===== config.mk =====
export PLATFORM = sky130hd
export DESIGN_NAME = split_read_target
export DESIGN_NICKNAME = d
export VERILOG_FILES = /design/src/rtl/split_rd_pkg.sv /design/src/rtl/split_rd_decide.sv /design/src/rtl/split_rd_slot.sv /design/src/rtl/split_rd_window.sv /design/src/rtl/split_read_target.sv
export SDC_FILE = /design/constraint.sdc
export NUM_CORES = 1
export LEC_CHECK = 0
export CAP_MARGIN = 25
export CORE_UTILIZATION = 39
export DETAILED_ROUTE_END_ITERATION = 16
export GPL_ROUTABILITY_DRIVEN = 0
export PLACE_DENSITY = 0.76
export SLEW_MARGIN = 40
export SYNTH_ARGS = -nofsm -noshare
export SYNTH_HDL_FRONTEND = slang
export SYNTH_SLANG_ARGS = --single-unit
export TNS_END_PERCENT = 5

===== constraint.sdc =====
create_clock -name clk -period 2.8 [get_ports clk]
set_clock_uncertainty 0.05 [all_clocks]
set_input_delay 0.42 -clock clk [delete_from_list [all_inputs] [get_ports clk]]
set_output_delay 0.42 -clock clk [all_outputs]
set_load 0.05 [all_outputs]

===== src/rtl/split_rd_pkg.sv =====
package split_rd_pkg;

    typedef enum logic [1:0] {
        K_MEM_RD  = 2'd0,
        K_IO_RD   = 2'd1,
        K_POST_WR = 2'd2,
        K_CPL_IN  = 2'd3
    } req_kind_e;

    typedef enum logic [2:0] {
        ST_IDLE        = 3'd0,
        ST_FAST_WAIT   = 3'd1,
        ST_SPLIT_FETCH = 3'd2,
        ST_CPL_OFFER   = 3'd3,
        ST_CPL_FREE    = 3'd4
    } ctl_state_e;

endpackage


===== src/rtl/split_rd_decide.sv =====
module split_rd_decide #(
    parameter int LAT_W      = 6,
    parameter int FAST_LIMIT = 16
) (
    input  logic [LAT_W-1:0] lat_est,
    input  logic             slow_hit,
    output logic             take_split
);
    localparam logic [LAT_W:0] LIMIT_V = (LAT_W+1)'(FAST_LIMIT);

    // Slow attribute wins; otherwise anything beyond the window goes split.
    always_comb begin
        take_split = slow_hit || ({1'b0, lat_est} > LIMIT_V);
    end
endmodule


===== src/rtl/split_rd_slot.sv =====
module split_rd_slot #(
    parameter int RID_W  = 16,
    parameter int TAG_W  = 5,
    parameter int ADDR_W = 12,
    parameter int BC_W   = 12,
    parameter int DATA_W = 32
) (
    input  logic              clk,
    input  logic              rst_n,
    input  logic              hdr_load,
    input  logic [RID_W-1:0]  in_rid,
    input  logic [TAG_W-1:0]  in_tag,
    input  logic [ADDR_W-1:0] in_addr,
    input  logic [BC_W-1:0]   in_bytes,
    input  logic              data_load,
    input  logic [DATA_W-1:0] in_data,
    output logic [RID_W-1:0]  q_rid,
    output logic [TAG_W-1:0]  q_tag,
    output logic [ADDR_W-1:0] q_addr,
    output logic [BC_W-1:0]   q_bytes,
    output logic [DATA_W-1:0] q_data
);
    always_ff @(posedge clk) begin
        if (!rst_n) begin
            q_rid   <= '0;
            q_tag   <= '0;
            q_addr  <= '0;
            q_bytes <= '0;
        end else if (hdr_load) begin
            q_rid   <= in_rid;
            q_tag   <= in_tag;
            q_addr  <= in_addr;
            q_bytes <= in_bytes;
        end
    end

    always_ff @(posedge clk) begin
        if (!rst_n) begin
            q_data <= '0;
        end else if (data_load) begin
            q_data <= in_data;
        end
    end
endmodule


===== src/rtl/split_rd_window.sv =====
module split_rd_window #(
    parameter int FAST_LIMIT = 16
) (
    input  logic clk,
    input  logic rst_n,
    input  logic active,
    input  logic done
);
    localparam int CNT_W = $clog2(FAST_LIMIT + 1) + 1;

    logic [CNT_W-1:0] wait_cnt;

    // Counts cycles spent waiting on an immediate read without data.
    always_ff @(posedge clk) begin
        if (!rst_n) begin
            wait_cnt <= '0;
        end else if (!active || done) begin
            wait_cnt <= '0;
        end else begin
            wait_cnt <= wait_cnt + 1'b1;
        end
    end

    a_r11_fast_window: assert property (@(posedge clk) disable iff (!rst_n)
        active |-> (wait_cnt < CNT_W'(FAST_LIMIT)))
        else $error("R11: immediate read data missed its window");
endmodule


===== src/rtl/split_read_target.sv =====
module split_read_target
    import split_rd_pkg::*;
#(
    parameter int ADDR_W     = 12,
    parameter int DATA_W     = 32,
    parameter int RID_W      = 16,
    parameter int TAG_W      = 5,
    parameter int BC_W       = 12,
    parameter int LAT_W      = 6,
    parameter int FAST_LIMIT = 16
) (
    input  logic              clk,
    input  logic              rst_n,
    input  logic              req_valid,
    input  logic [1:0]        req_kind,
    input  logic [ADDR_W-1:0] req_addr,
    input  logic [RID_W-1:0]  req_rid,
    input  logic [TAG_W-1:0]  req_tag,
    input  logic [BC_W-1:0]   req_bytes,
    input  logic [LAT_W-1:0]  lat_est,
    input  logic              slow_hit,
    output logic              rsp_immediate,
    output logic              rsp_split,
    output logic              rsp_retry,
    output logic              rsp_wr_ack,
    output logic              rsp_cpl_in_ack,
    output logic              rf_rd_req,
    output logic [ADDR_W-1:0] rf_rd_addr,
    input  logic              rf_rd_valid,
    input  logic [DATA_W-1:0] rf_rd_data,
    output logic              imm_valid,
    output logic [DATA_W-1:0] imm_data,
    output logic              cpl_valid,
    output logic [RID_W-1:0]  cpl_rid,
    output logic [TAG_W-1:0]  cpl_tag,
    output logic [ADDR_W-1:0] cpl_addr,
    output logic [BC_W-1:0]   cpl_bytes,
    output logic [DATA_W-1:0] cpl_data,
    input  logic              cpl_accept
);
    ctl_state_e state_q, state_d;

    logic is_rd, is_wr, is_cin;
    logic take_split;
    logic n_imm, n_split, n_retry, n_fetch, n_immv;
    logic hdr_load, data_load;

    always_comb begin
        is_rd  = req_valid && ((req_kind == K_MEM_RD) || (req_kind == K_IO_RD));
        is_wr  = req_valid && (req_kind == K_POST_WR);
        is_cin = req_valid && (req_kind == K_CPL_IN);
    end

    split_rd_decide #(.LAT_W(LAT_W), .FAST_LIMIT(FAST_LIMIT)) decide_i (
        .lat_est    (lat_est),
        .slow_hit   (slow_hit),
        .take_split (take_split)
    );

    split_rd_slot #(
        .RID_W(RID_W), .TAG_W(TAG_W), .ADDR_W(ADDR_W), .BC_W(BC_W), .DATA_W(DATA_W)
    ) slot_i (
        .clk       (clk),
        .rst_n     (rst_n),
        .hdr_load  (hdr_load),
        .in_rid    (req_rid),
        .in_tag    (req_tag),
        .in_addr   (req_addr),
        .in_bytes  (req_bytes),
        .data_load (data_load),
        .in_data   (rf_rd_data),
        .q_rid     (cpl_rid),
        .q_tag     (cpl_tag),
        .q_addr    (cpl_addr),
        .q_bytes   (cpl_bytes),
        .q_data    (cpl_data)
    );

    split_rd_window #(.FAST_LIMIT(FAST_LIMIT)) window_i (
        .clk    (clk),
        .rst_n  (rst_n),
        .active (state_q == ST_FAST_WAIT),
        .done   (rf_rd_valid)
    );

    // Next state and per-cycle decisions.
    always_comb begin
        state_d   = state_q;
        n_imm     = 1'b0;
        n_split   = 1'b0;
        n_retry   = 1'b0;
        n_fetch   = 1'b0;
        n_immv    = 1'b0;
        hdr_load  = 1'b0;
        data_load = 1'b0;
        unique case (state_q)
            ST_IDLE: begin
                if (is_rd) begin
                    n_fetch = 1'b1;
                    if (take_split) begin
                        n_split  = 1'b1;
                        hdr_load = 1'b1;
                        state_d  = ST_SPLIT_FETCH;
                    end else begin
                        n_imm   = 1'b1;
                        state_d = ST_FAST_WAIT;
                    end
                end
            end
            ST_FAST_WAIT: begin
                n_retry = is_rd;
                if (rf_rd_valid) begin
                    n_immv  = 1'b1;
                    state_d = ST_IDLE;
                end
            end
            ST_SPLIT_FETCH: begin
                n_retry = is_rd;
                if (rf_rd_valid) begin
                    data_load = 1'b1;
                    state_d   = ST_CPL_OFFER;
                end
            end
            ST_CPL_OFFER: begin
                n_retry = is_rd;
                if (cpl_accept) begin
                    state_d = ST_CPL_FREE;
                end
            end
            ST_CPL_FREE: begin
                n_retry = is_rd;
                state_d = ST_IDLE;
            end
            default: state_d = ST_IDLE;
        endcase
    end

    // State register.
    always_ff @(posedge clk) begin
        if (!rst_n) begin
            state_q <= ST_IDLE;
        end else begin
            state_q <= state_d;
        end
    end

    // Registered outputs.
    always_ff @(posedge clk) begin
        if (!rst_n) begin
            rsp_immediate  <= 1'b0;
            rsp_split      <= 1'b0;
            rsp_retry      <= 1'b0;
            rsp_wr_ack     <= 1'b0;
            rsp_cpl_in_ack <= 1'b0;
            rf_rd_req      <= 1'b0;
            rf_rd_addr     <= '0;
            imm_valid      <= 1'b0;
            imm_data       <= '0;
        end else begin
            rsp_immediate  <= n_imm;
            rsp_split      <= n_split;
            rsp_retry      <= n_retry;
            rsp_wr_ack     <= is_wr;
            rsp_cpl_in_ack <= is_cin;
            rf_rd_req      <= n_fetch;
            imm_valid      <= n_immv;
            if (n_fetch) begin
                rf_rd_addr <= req_addr;
            end
            if (n_immv) begin
                imm_data <= rf_rd_data;
            end
        end
    end

    always_comb begin
        cpl_valid = (state_q == ST_CPL_OFFER);
    end

    a_r10_one_answer: assert property (@(posedge clk) disable iff (!rst_n)
        is_rd |=> ($countones({rsp_immediate, rsp_split, rsp_retry}) == 1))
        else $error("R10: read did not get exactly one answer");

    a_r10_no_spurious: assert property (@(posedge clk) disable iff (!rst_n)
        !is_rd |=> !(rsp_immediate || rsp_split || rsp_retry))
        else $error("R10: answer without a read");

    a_r5_slow_forces_split: assert property (@(posedge clk) disable iff (!rst_n)
        (state_q == ST_IDLE && is_rd && slow_hit) |=> rsp_split)
        else $error("R5: slow read not split");

    a_r7_retry_while_full: assert property (@(posedge clk) disable iff (!rst_n)
        ((state_q == ST_SPLIT_FETCH || state_q == ST_CPL_OFFER || state_q == ST_CPL_FREE)
         && is_rd) |=> rsp_retry)
        else $error("R7: read not retried while slot full");

    a_r6_cpl_hold: assert property (@(posedge clk) disable iff (!rst_n)
        (cpl_valid && !cpl_accept) |=>
            (cpl_valid && $stable(cpl_tag) && $stable(cpl_rid) && $stable(cpl_data)))
        else $error("R6: completion dropped or changed before accept");

    a_r9_write_ack: assert property (@(posedge clk) disable iff (!rst_n)
        is_wr |=> rsp_wr_ack)
        else $error("R9: posted write not acknowledged");

    a_r9_cin_ack: assert property (@(posedge clk) disable iff (!rst_n)
        is_cin |=> rsp_cpl_in_ack)
        else $error("R9: incoming completion not acknowledged");

    a_r2_fetch_with_answer: assert property (@(posedge clk) disable iff (!rst_n)
        (rsp_immediate || rsp_split) |-> rf_rd_req)
        else $error("R2: answer without register fetch");
endmodule


* Word-level counts from Yosys, hierarchy flattened
Index checks and enable logic that the tools add are counted.
Word-level totals: flip-flop bits (word level) 131, bits of input ports 91, output and inout bits 129, word-level logic and storage cells 53
Operators by class: $lt $le $gt $ge 1, equal/unequal tests 11, mux-type cells 15, reduce and logical (&&, ||, !) cells 11
Operators with widths (count):
- two-way mux 3 bit | 4
- one-hot mux 3 bit (4 select lines) | 1
- two-way mux 1 bit | 9
- == test 3 x 2 -> 1 bit, second input constant | 2
- > comparator 6 x 5 -> 1 bit, second input constant | 1
- inequality test 2 bit, second input constant | 3
- == test 2 bit, second input constant | 2
- AND reduction 4 bit | 1
- OR reduction 4 bit | 1
- == test 3 x 1 -> 1 bit, second input constant | 1
- == test 3 bit, second input constant | 1
- logical AND 1 bit | 3
- logical NOT 3 bit | 1
- AND reduction 3 bit | 1
- == test 2 x 1 -> 1 bit, second input constant | 1
- logical NOT 2 bit | 1
- logical OR 1 bit | 2
- two-way mux 2 bit | 1
- inequality test 2 x 1 -> 1 bit, second input constant | 1
- AND reduction 2 bit | 1

* Logic depth before layout (Yosys ltp)
Gate-level depths: netlist (run 1).
depth after elaboration 5, depth in mapped cells 7

* By module
Synthesis (run 1) repeated with hierarchy kept, for this count alone.
Second synthesis, totals: cell total of the unflattened synthesis 488, area total of the unflattened synthesis 5215.0 um2
By module, submodules not included:
- split_rd_slot | times used 1, cells each 248, area each 2961.6 um2, sequential area each 1541.5 um2
- split_read_target | times used 1, cells each 237, area each 2237.1 um2, sequential area each 1081.0 um2
- split_rd_decide | times used 1, cells each 3, area each 16.3 um2, sequential area each 0.0 um2

* Worst setup path after synthesis (run 1)
OpenSTA, ideal clock, no wires.
path type register -> register, start point register state_q[2], end point register slot_i.q_addr[0], arrival time 1.495 ns, setup slack 1.132 ns, stages on the path, launching flop included 5, clock period less this slack 1.668 ns, cell sequence dfxtp_1 or3_4 a211oi_4 clkbuf_2 o21ai_0
Between the ends: cells in the longest elaborated chain, start to end 2
RTL lines:
- start, declared | line split_read_target.sv:41 | ctl_state_e state_q, state_d;
- start signal, assigned | line split_read_target.sv:143 | state_q <= state_d;
- logical NOT 3 bit | line split_read_target.sv:96 | unique case (state_q)
- two-way mux 1 bit | line split_read_target.sv:96
- end signal, assigned | line split_rd_slot.sv:32 | q_addr <= in_addr;
- end, declared | line split_rd_slot.sv:19 | output logic [ADDR_W-1:0] q_addr,
Every way passes these cells. A chain may end at the register's enable or synchronous reset.

* Worst setup path after layout (run 1)
start point register state_q[1], end point output cpl_valid
Between the ends: cells in the longest elaborated chain, start to end 1
RTL lines:
- == test 3 x 2 -> 1 bit | line split_read_target.sv:177 | cpl_valid = (state_q == ST_CPL_OFFER);
- end, declared | line split_read_target.sv:33 | output logic cpl_valid,
Every way passes these cells.

==> flow_metrics.env, run 1 <==
export IMPL_startpoint="state_q[1]$_SDFFE_PN0P_"
export IMPL_synth_compound_area_frac=0.181
export IMPL_grt_pass1_vias=4551
export IMPL_area_delta_synth_final_pct=58.5
export IMPL_crit_chain="and3_1 -> clkdlybuf4s50_1"
export IMPL_final_setup_viol_count=0
export IMPL_critical_path_max_stage_delay_ns=0.82
export IMPL_root_buffer="clkbuf_16"
export IMPL_cts_resized_gates=0
export IMPL_crit_type="register to output pin"
export IMPL_hold_class="input pin to register"
export IMPL_synth_xor_area_frac=0.00180
export IMPL_required_ns=2.33
export IMPL_numPortBuffers=219
export IMPL_relSlewSlack=0.487
export IMPL_htreeDepth=4
export IMPL_dpl_cell_area_sq_um=7110
export IMPL_holdWs_ns=0.373
export IMPL_fin_nets=875
export IMPL_antenna_left=0
export IMPL_synthSimpleGateAreaFrac=0.228
export IMPL_seq_area_frac_synth=0.539
export IMPL_p_leak_uw=0.00269
export IMPL_worstPathMaxFanout=11
export IMPL_endpoint_kind="output pin"
export IMPL_yosysWarnings=0
export IMPL_drive_gt1_frac=0.0502
export IMPL_dpl_hpwl_um=9300
export IMPL_dp_cells=933
export IMPL_comb_power_share=0.305
export IMPL_post_drt_wl_per_cell_um=14.0
export IMPL_clock_sinks=131
export IMPL_netlist_instances=584
export IMPL_gr_total_overflow=0
export IMPL_max_slew_worst_pin_slew_ns=0.769
export IMPL_tritoncts="yes"
export IMPL_io_pins=220
export IMPL_r2r_slack_ns=0.66
export IMPL_hold_viol_final=0
export IMPL_die_y_um=114
export IMPL_rr_startpoint="state_q[1]$_SDFFE_PN0P_"
export IMPL_rsz0062_at_grt="no"
export IMPL_drtPass1Iterations=4
export IMPL_p_switching_uw=2240
export IMPL_via_per_inst=4.81
export IMPL_rows=40
export IMPL_avgSynthCellArea_sq_um=8.33
export IMPL_drtIter0Drc=244
export IMPL_syn_nets=675
export IMPL_antenna_found_initial=0
export IMPL_maxCapViolations=0
export IMPL_outcome="finished, final reports clean"
export IMPL_path_clk_slew_ns=0.05
export IMPL_die_x_um=114
export IMPL_grt_max_degree=99
export IMPL_grtUsageTotal=0.214
export IMPL_num_vias=4648
export IMPL_p_sw_frac=0.348
export IMPL_p_int_uw=4190
export IMPL_synth_top_family_by_area="simple AND/OR/NAND/NOR gates"
export IMPL_drc=0
export IMPL_synth_seq_cells=131
export IMPL_synthMuxAreaShare=0
export IMPL_insertion_delay_ns=0.40
export IMPL_slowest_stage="clkdlybuf4s50_1"
export IMPL_fin_area_sq_um=7710
export IMPL_arrival_ns=1.96
export IMPL_cts_buffer_depth=2
export IMPL_reg2reg_depth=4
export IMPL_core_sq_um=12100
export IMPL_ctsHoldBuffers=0
export IMPL_post_cts_buffers=0
export IMPL_post_route_period_util=0.868
export IMPL_worst_r2r_endpoint="slot_i.q_bytes[0]$_SDFFE_PN0P_"
export IMPL_final_cells=966
export IMPL_finalSetupTns_ns=0
export IMPL_endpoint="cpl_valid"
export IMPL_start_kind="register"
export IMPL_initial_core_util=0.403
export IMPL_clock_power_share=0.348
export IMPL_wl_um=13600
export IMPL_max_freq_mhz=411
export IMPL_final_max_slew_viol_count=0
export IMPL_grt_pass1_wl_um=21800
export IMPL_ys_types=27
export IMPL_cts_made_buffers=17
export IMPL_power_density_nw_per_um2=833
export IMPL_fin_crit_ns=2.43
export IMPL_irDropWorstVdd_v=0.000381
export IMPL_pwr_share_seq=0.347
export IMPL_die_area_sq_um=12900
export IMPL_synthAdderAreaFrac=0
export IMPL_synth_cell_area_sq_um=4860
[area by class of cell]
cell class	instances	area (sq um)
diodes	1	2.50
clock buffers	23	468
clock inverters	9	129
fillers	1003	4350
inverters	4	15.0
multi-input cells	403	2000
flip-flops and latches	131	2620
well taps	168	210
repair buffers	227	2260
[power groups by stage]
stage | Sequential (uW) | Clock, uW | Combinational (uW)
2_1_floorplan | 2910 | 0 | 643
3_3_place_gp | 2250 | 0 | 1930
3_5_place_dp | 2260 | 0 | 1970
4_1_cts | 2230 | 2270 | 1970
5_1_grt | 2250 | 2370 | 2090
6_report | 2230 | 2230 | 1960
[cell usage after synthesis]
cell type | count | area share
nor2_1 | 8 | 0.0062
a31oi_1 | 1 | 0.0013
inv_1 | 4 | 0.0031
o21ai_1 | 9 | 0.0093
a211oi_4 | 1 | 0.0041
a21boi_0 | 76 | 0.12
and2_1 | 1 | 0.0013
nand3_1 | 47 | 0.048
clkbuf_1 | 29 | 0.022
and3_1 | 4 | 0.0051
buf_2 | 7 | 0.0072
and4_1 | 1 | 0.0018
nor3_1 | 2 | 0.0021
a32oi_1 | 1 | 0.0018
or3_4 | 1 | 0.0023
nand2_1 | 203 | 0.16
o41ai_2 | 1 | 0.0033
o21ai_0 | 39 | 0.040
xor2_1 | 1 | 0.0018
clkbuf_2 | 4 | 0.0041
nand4_1 | 1 | 0.0013
buf_6 | 5 | 0.012
buf_4 | 1 | 0.0015
nand2b_1 | 1 | 0.0013
a21oi_1 | 4 | 0.0041
dfxtp_1 | 131 | 0.54
nor2b_1 | 1 | 0.0013
[critical path, delay by kind of cell, from the launching register on]
family / cells / cell delay [ns]
buf+inv: 1 / 0.82
flops: 1 / 0.52
simple gates: 1 / 0.23
[logic make-up (layout without fill, tap and decap cells)]
| logic type | after synthesis | count (layout) |
|---|---|---|
| simple gates | 270 | 270 |
| compound gates | 132 | 132 |
| flops | 131 | 131 |
| buf+inv | 50 | 263 |
| xor+xnor | 1 | 1 |
| other cells | 0 | 1 |
[registers in the layout (all words and copies together), names as in the netlist, 3 cells and up]
signal and flops:
imm_data 32, slot_i.q_data 32, slot_i.q_rid 16, rf_rd_addr 12, slot_i.q_addr 12, slot_i.q_bytes 12, slot_i.q_tag 5, state_q 3
[worst min path at each step]
stage / end / slack (ns) / cells after the start / start
6_report: imm_data[15]$_SDFFE_PN0P_ / 0.37 / 2 / rst_n
5_1_grt: imm_data[15]$_SDFFE_PN0P_ / 0.36 / 2 / rst_n
4_1_cts: imm_data[20]$_SDFFE_PN0P_ / 0.36 / 2 / rst_n
3_5_place_dp: slot_i.q_bytes[2]$_SDFFE_PN0P_ / 0.39 / 2 / slot_i.q_bytes[2]$_SDFFE_PN0P_
3_3_place_gp: slot_i.q_addr[4]$_SDFFE_PN0P_ / 0.39 / 2 / slot_i.q_addr[4]$_SDFFE_PN0P_
2_1_floorplan: rsp_wr_ack$_SDFF_PN0_ / 0.44 / 1 / req_kind[0]
[layer usage]
layer | vias to the layer above | wire, um | global-route usage
li1 | 2321 | - | -
met2 | 193 | 6410 | 0.353
met4 | 0 | 255 | 0.0851
met1 | 2114 | 5540 | 0.243
met3 | 20 | 1340 | 0.0919
met5 | - | 0 | 0
[cell usage in the layout (no fill, tap or decap), types with 2 or more instances in the layout]
cell type        instances
clkbuf_1                 4
o21ai_1                  9
clkinv_2                 3
clkbuf_8                 2
a21boi_0                76
nand3_1                 47
nor3_1                   2
clkinvlp_4               2
o21ai_0                 39
clkdlybuf4s50_1        218
and3_1                   4
bufinv_16                3
buf_4                    8
a21oi_1                  4
inv_1                    4
dfxtp_1                131
clkbuf_16               17
nor2_1                   8
nand2_1                203
[per-stage QoR]
stage	util	total power, uW	setup WS, ns
after floorplan	-	3550	1.13
after global placement	0.589	4180	0.427
after detailed placement	0.589	4230	0.331
after CTS	0.639	6470	0.362
after global routing	0.639	6710	0.313
final	0.639	6420	0.369
No activity file was read; power rests on OpenSTA's default activity.
==> run 2, diff against run 1 <==
--- a/config.mk
+++ b/config.mk
@@ -6,10 +6,11 @@
 export NUM_CORES = 1
 export LEC_CHECK = 0
 export CAP_MARGIN = 25
-export CORE_UTILIZATION = 39
+export CORE_UTILIZATION = 35
 export DETAILED_ROUTE_END_ITERATION = 16
 export GPL_ROUTABILITY_DRIVEN = 0
-export PLACE_DENSITY = 0.76
+export PLACE_DENSITY = 0.69
+export RECOVER_POWER = 50
 export SLEW_MARGIN = 40
 export SYNTH_ARGS = -nofsm -noshare
 export SYNTH_HDL_FRONTEND = slang
==> run 2 against run 1 <==
Net effect: the run now ends with max-capacitance violations, max-slew violations left; utilization down 6.7 points; worst setup slack worse by 0.086 ns; clock-buffer cell count down 1; routed wire length up 3.1%; largest power group unchanged; design area down 0.57%; final cell count up 0.72%; sequential share of layout area up 0.19 points.
==> flow_metrics.env, run 2 (synthesized netlist as in run 1, its figures left out) <==
export IMPL_outcome="complete, but fails checks"
export IMPL_violations="max-capacitance violations, max-slew violations"
export IMPL_fillers=1213
export IMPL_arrival_ns=2.05
export IMPL_dpl_cell_area_sq_um=7120
export IMPL_rows=42
export IMPL_drc=0
export IMPL_path_clk_slew_ns=0.05
export IMPL_rsz0062_at_grt="no"
export IMPL_reg_top3="imm_data: 32 flops, slot_i.q_data: 32 flops, slot_i.q_rid: 16 flops"
export IMPL_worstPathMaxFanout=11
export IMPL_insertion_delay_ns=0.41
export IMPL_required_ns=2.33
export IMPL_grtUsageTotal=0.197
export IMPL_post_route_period_util=0.899
export IMPL_post_drt_wl_per_cell_um=14.4
export IMPL_final_common_cell="nand2_1"
export IMPL_hold_viol_final=0
export IMPL_p_leak_uw=0.00280
export IMPL_gr_total_overflow=0
export IMPL_holdWs_ns=0.393
export IMPL_core_sq_um=13400
export IMPL_final_max_slew_viol_count=112
export IMPL_max_slew_worst_pin_slew_ns=1.75
export IMPL_numPortBuffers=219
export IMPL_antenna_found_initial=0
export IMPL_drive_gt1_frac=0.0489
export IMPL_endpoint_kind="output pin"
export IMPL_fin_crit_ns=2.52
export IMPL_reg2reg_depth=4
export IMPL_post_cts_buffers=0
export IMPL_cts_resized_gates=0
export IMPL_die_area_sq_um=14400
export IMPL_finalSetupTns_ns=0
export IMPL_grt_pass1_vias=4453
export IMPL_whs_path_depth=2
export IMPL_root_buffer="clkbuf_16"
export IMPL_fin_nets=875
export IMPL_drtIter0Drc=284
export IMPL_initial_core_util=0.363
export IMPL_power_density_nw_per_um2=812
export IMPL_htreeDepth=4
export IMPL_area_delta_synth_final_pct=57.6
export IMPL_tritoncts="yes"
export IMPL_wl_um=14000
export IMPL_ctsHoldBuffers=0
export IMPL_drtPass1Iterations=5
export IMPL_grt_pass1_wl_um=22000
export IMPL_fin_area_sq_um=7660
export IMPL_maxCapViolations=3
export IMPL_cts_made_buffers=17
export IMPL_antenna_left=0
export IMPL_n_antenna_cell=0
export IMPL_final_cell_mix="203 x nand2_1, 174 x clkdlybuf4s50_1, 131 x dfxtp_1"
export IMPL_grt_max_degree=91
export IMPL_hold_class="register to register"
export IMPL_die_x_um=120
export IMPL_irDropWorstVdd_v=0.000390
export IMPL_dpl_hpwl_um=9660
export IMPL_clock_sinks=131
export IMPL_crit_type="register to output pin"
export IMPL_final_setup_viol_count=0
export IMPL_cts_buffer_depth=2
export IMPL_num_vias=4691
export IMPL_max_freq_mhz=397
export IMPL_via_per_inst=4.82
export IMPL_start_kind="register"
export IMPL_die_y_um=120
export IMPL_io_pins=220
export IMPL_relSlewSlack=-0.164
run 2: final timing paths:
| kind | start | endpoint | slack [ns] |
|---|---|---|---|
| worst max-delay path | state_q[0]$_SDFFE_PN0P_ | cpl_valid | 0.28 |
| worst min-delay path | slot_i.q_addr[4]$_SDFFE_PN0P_ | slot_i.q_addr[4]$_SDFFE_PN0P_ | 0.39 |
| worst max register to register | state_q[0]$_SDFFE_PN0P_ | imm_data[6]$_SDFFE_PN0P_ | 0.30 |
| worst min register to register | slot_i.q_addr[4]$_SDFFE_PN0P_ | slot_i.q_addr[4]$_SDFFE_PN0P_ | 0.39 |
run 2: through the flow:
step | total power, uW | setup WS (ns) | std cells | utilization
floorplan | 3550 | 1.13 | 584 | -
global placement | 4190 | 0.392 | 941 | 0.531
detailed placement | 4230 | 0.349 | 941 | 0.531
CTS | 6310 | 0.275 | 973 | 0.573
global route | 6530 | 0.125 | 973 | 0.572
finish | 6220 | 0.282 | 973 | 0.572
run 2: worst max-delay path, cell delays in order (launching register included):
cell	delay [ns]
dfxtp_1	0.52
and3_1	0.26
clkdlybuf4s50_1	0.85
run 2: where the power goes:
part	switching, uW	total (uW)	internal [uW]
Clock	780	2060	1280
Sequential	138	2220	2090
Combinational	1310	1940	631
run 2: final cells by class:
type                       count  area (sq um)  share of cell area
clock buffer                  22           474              0.0619
clock inverter                10          82.6              0.0108
inverter                       4          15.0             0.00196
multi-input combinational    403          2000               0.261
sequential                   131          2620               0.342
tap                          176           220              0.0287
timing repair buffer         227          2250               0.294
run 2: per-layer routing:
layer / global-route usage / part of all wire / vias up
met5: 0 / 0 / -
met4: 0.0750 / 0.015 / 0
met3: 0.0846 / 0.093 / 15
met2: 0.322 / 0.48 / 182
met1: 0.228 / 0.42 / 2171
li1: - / - / 2323
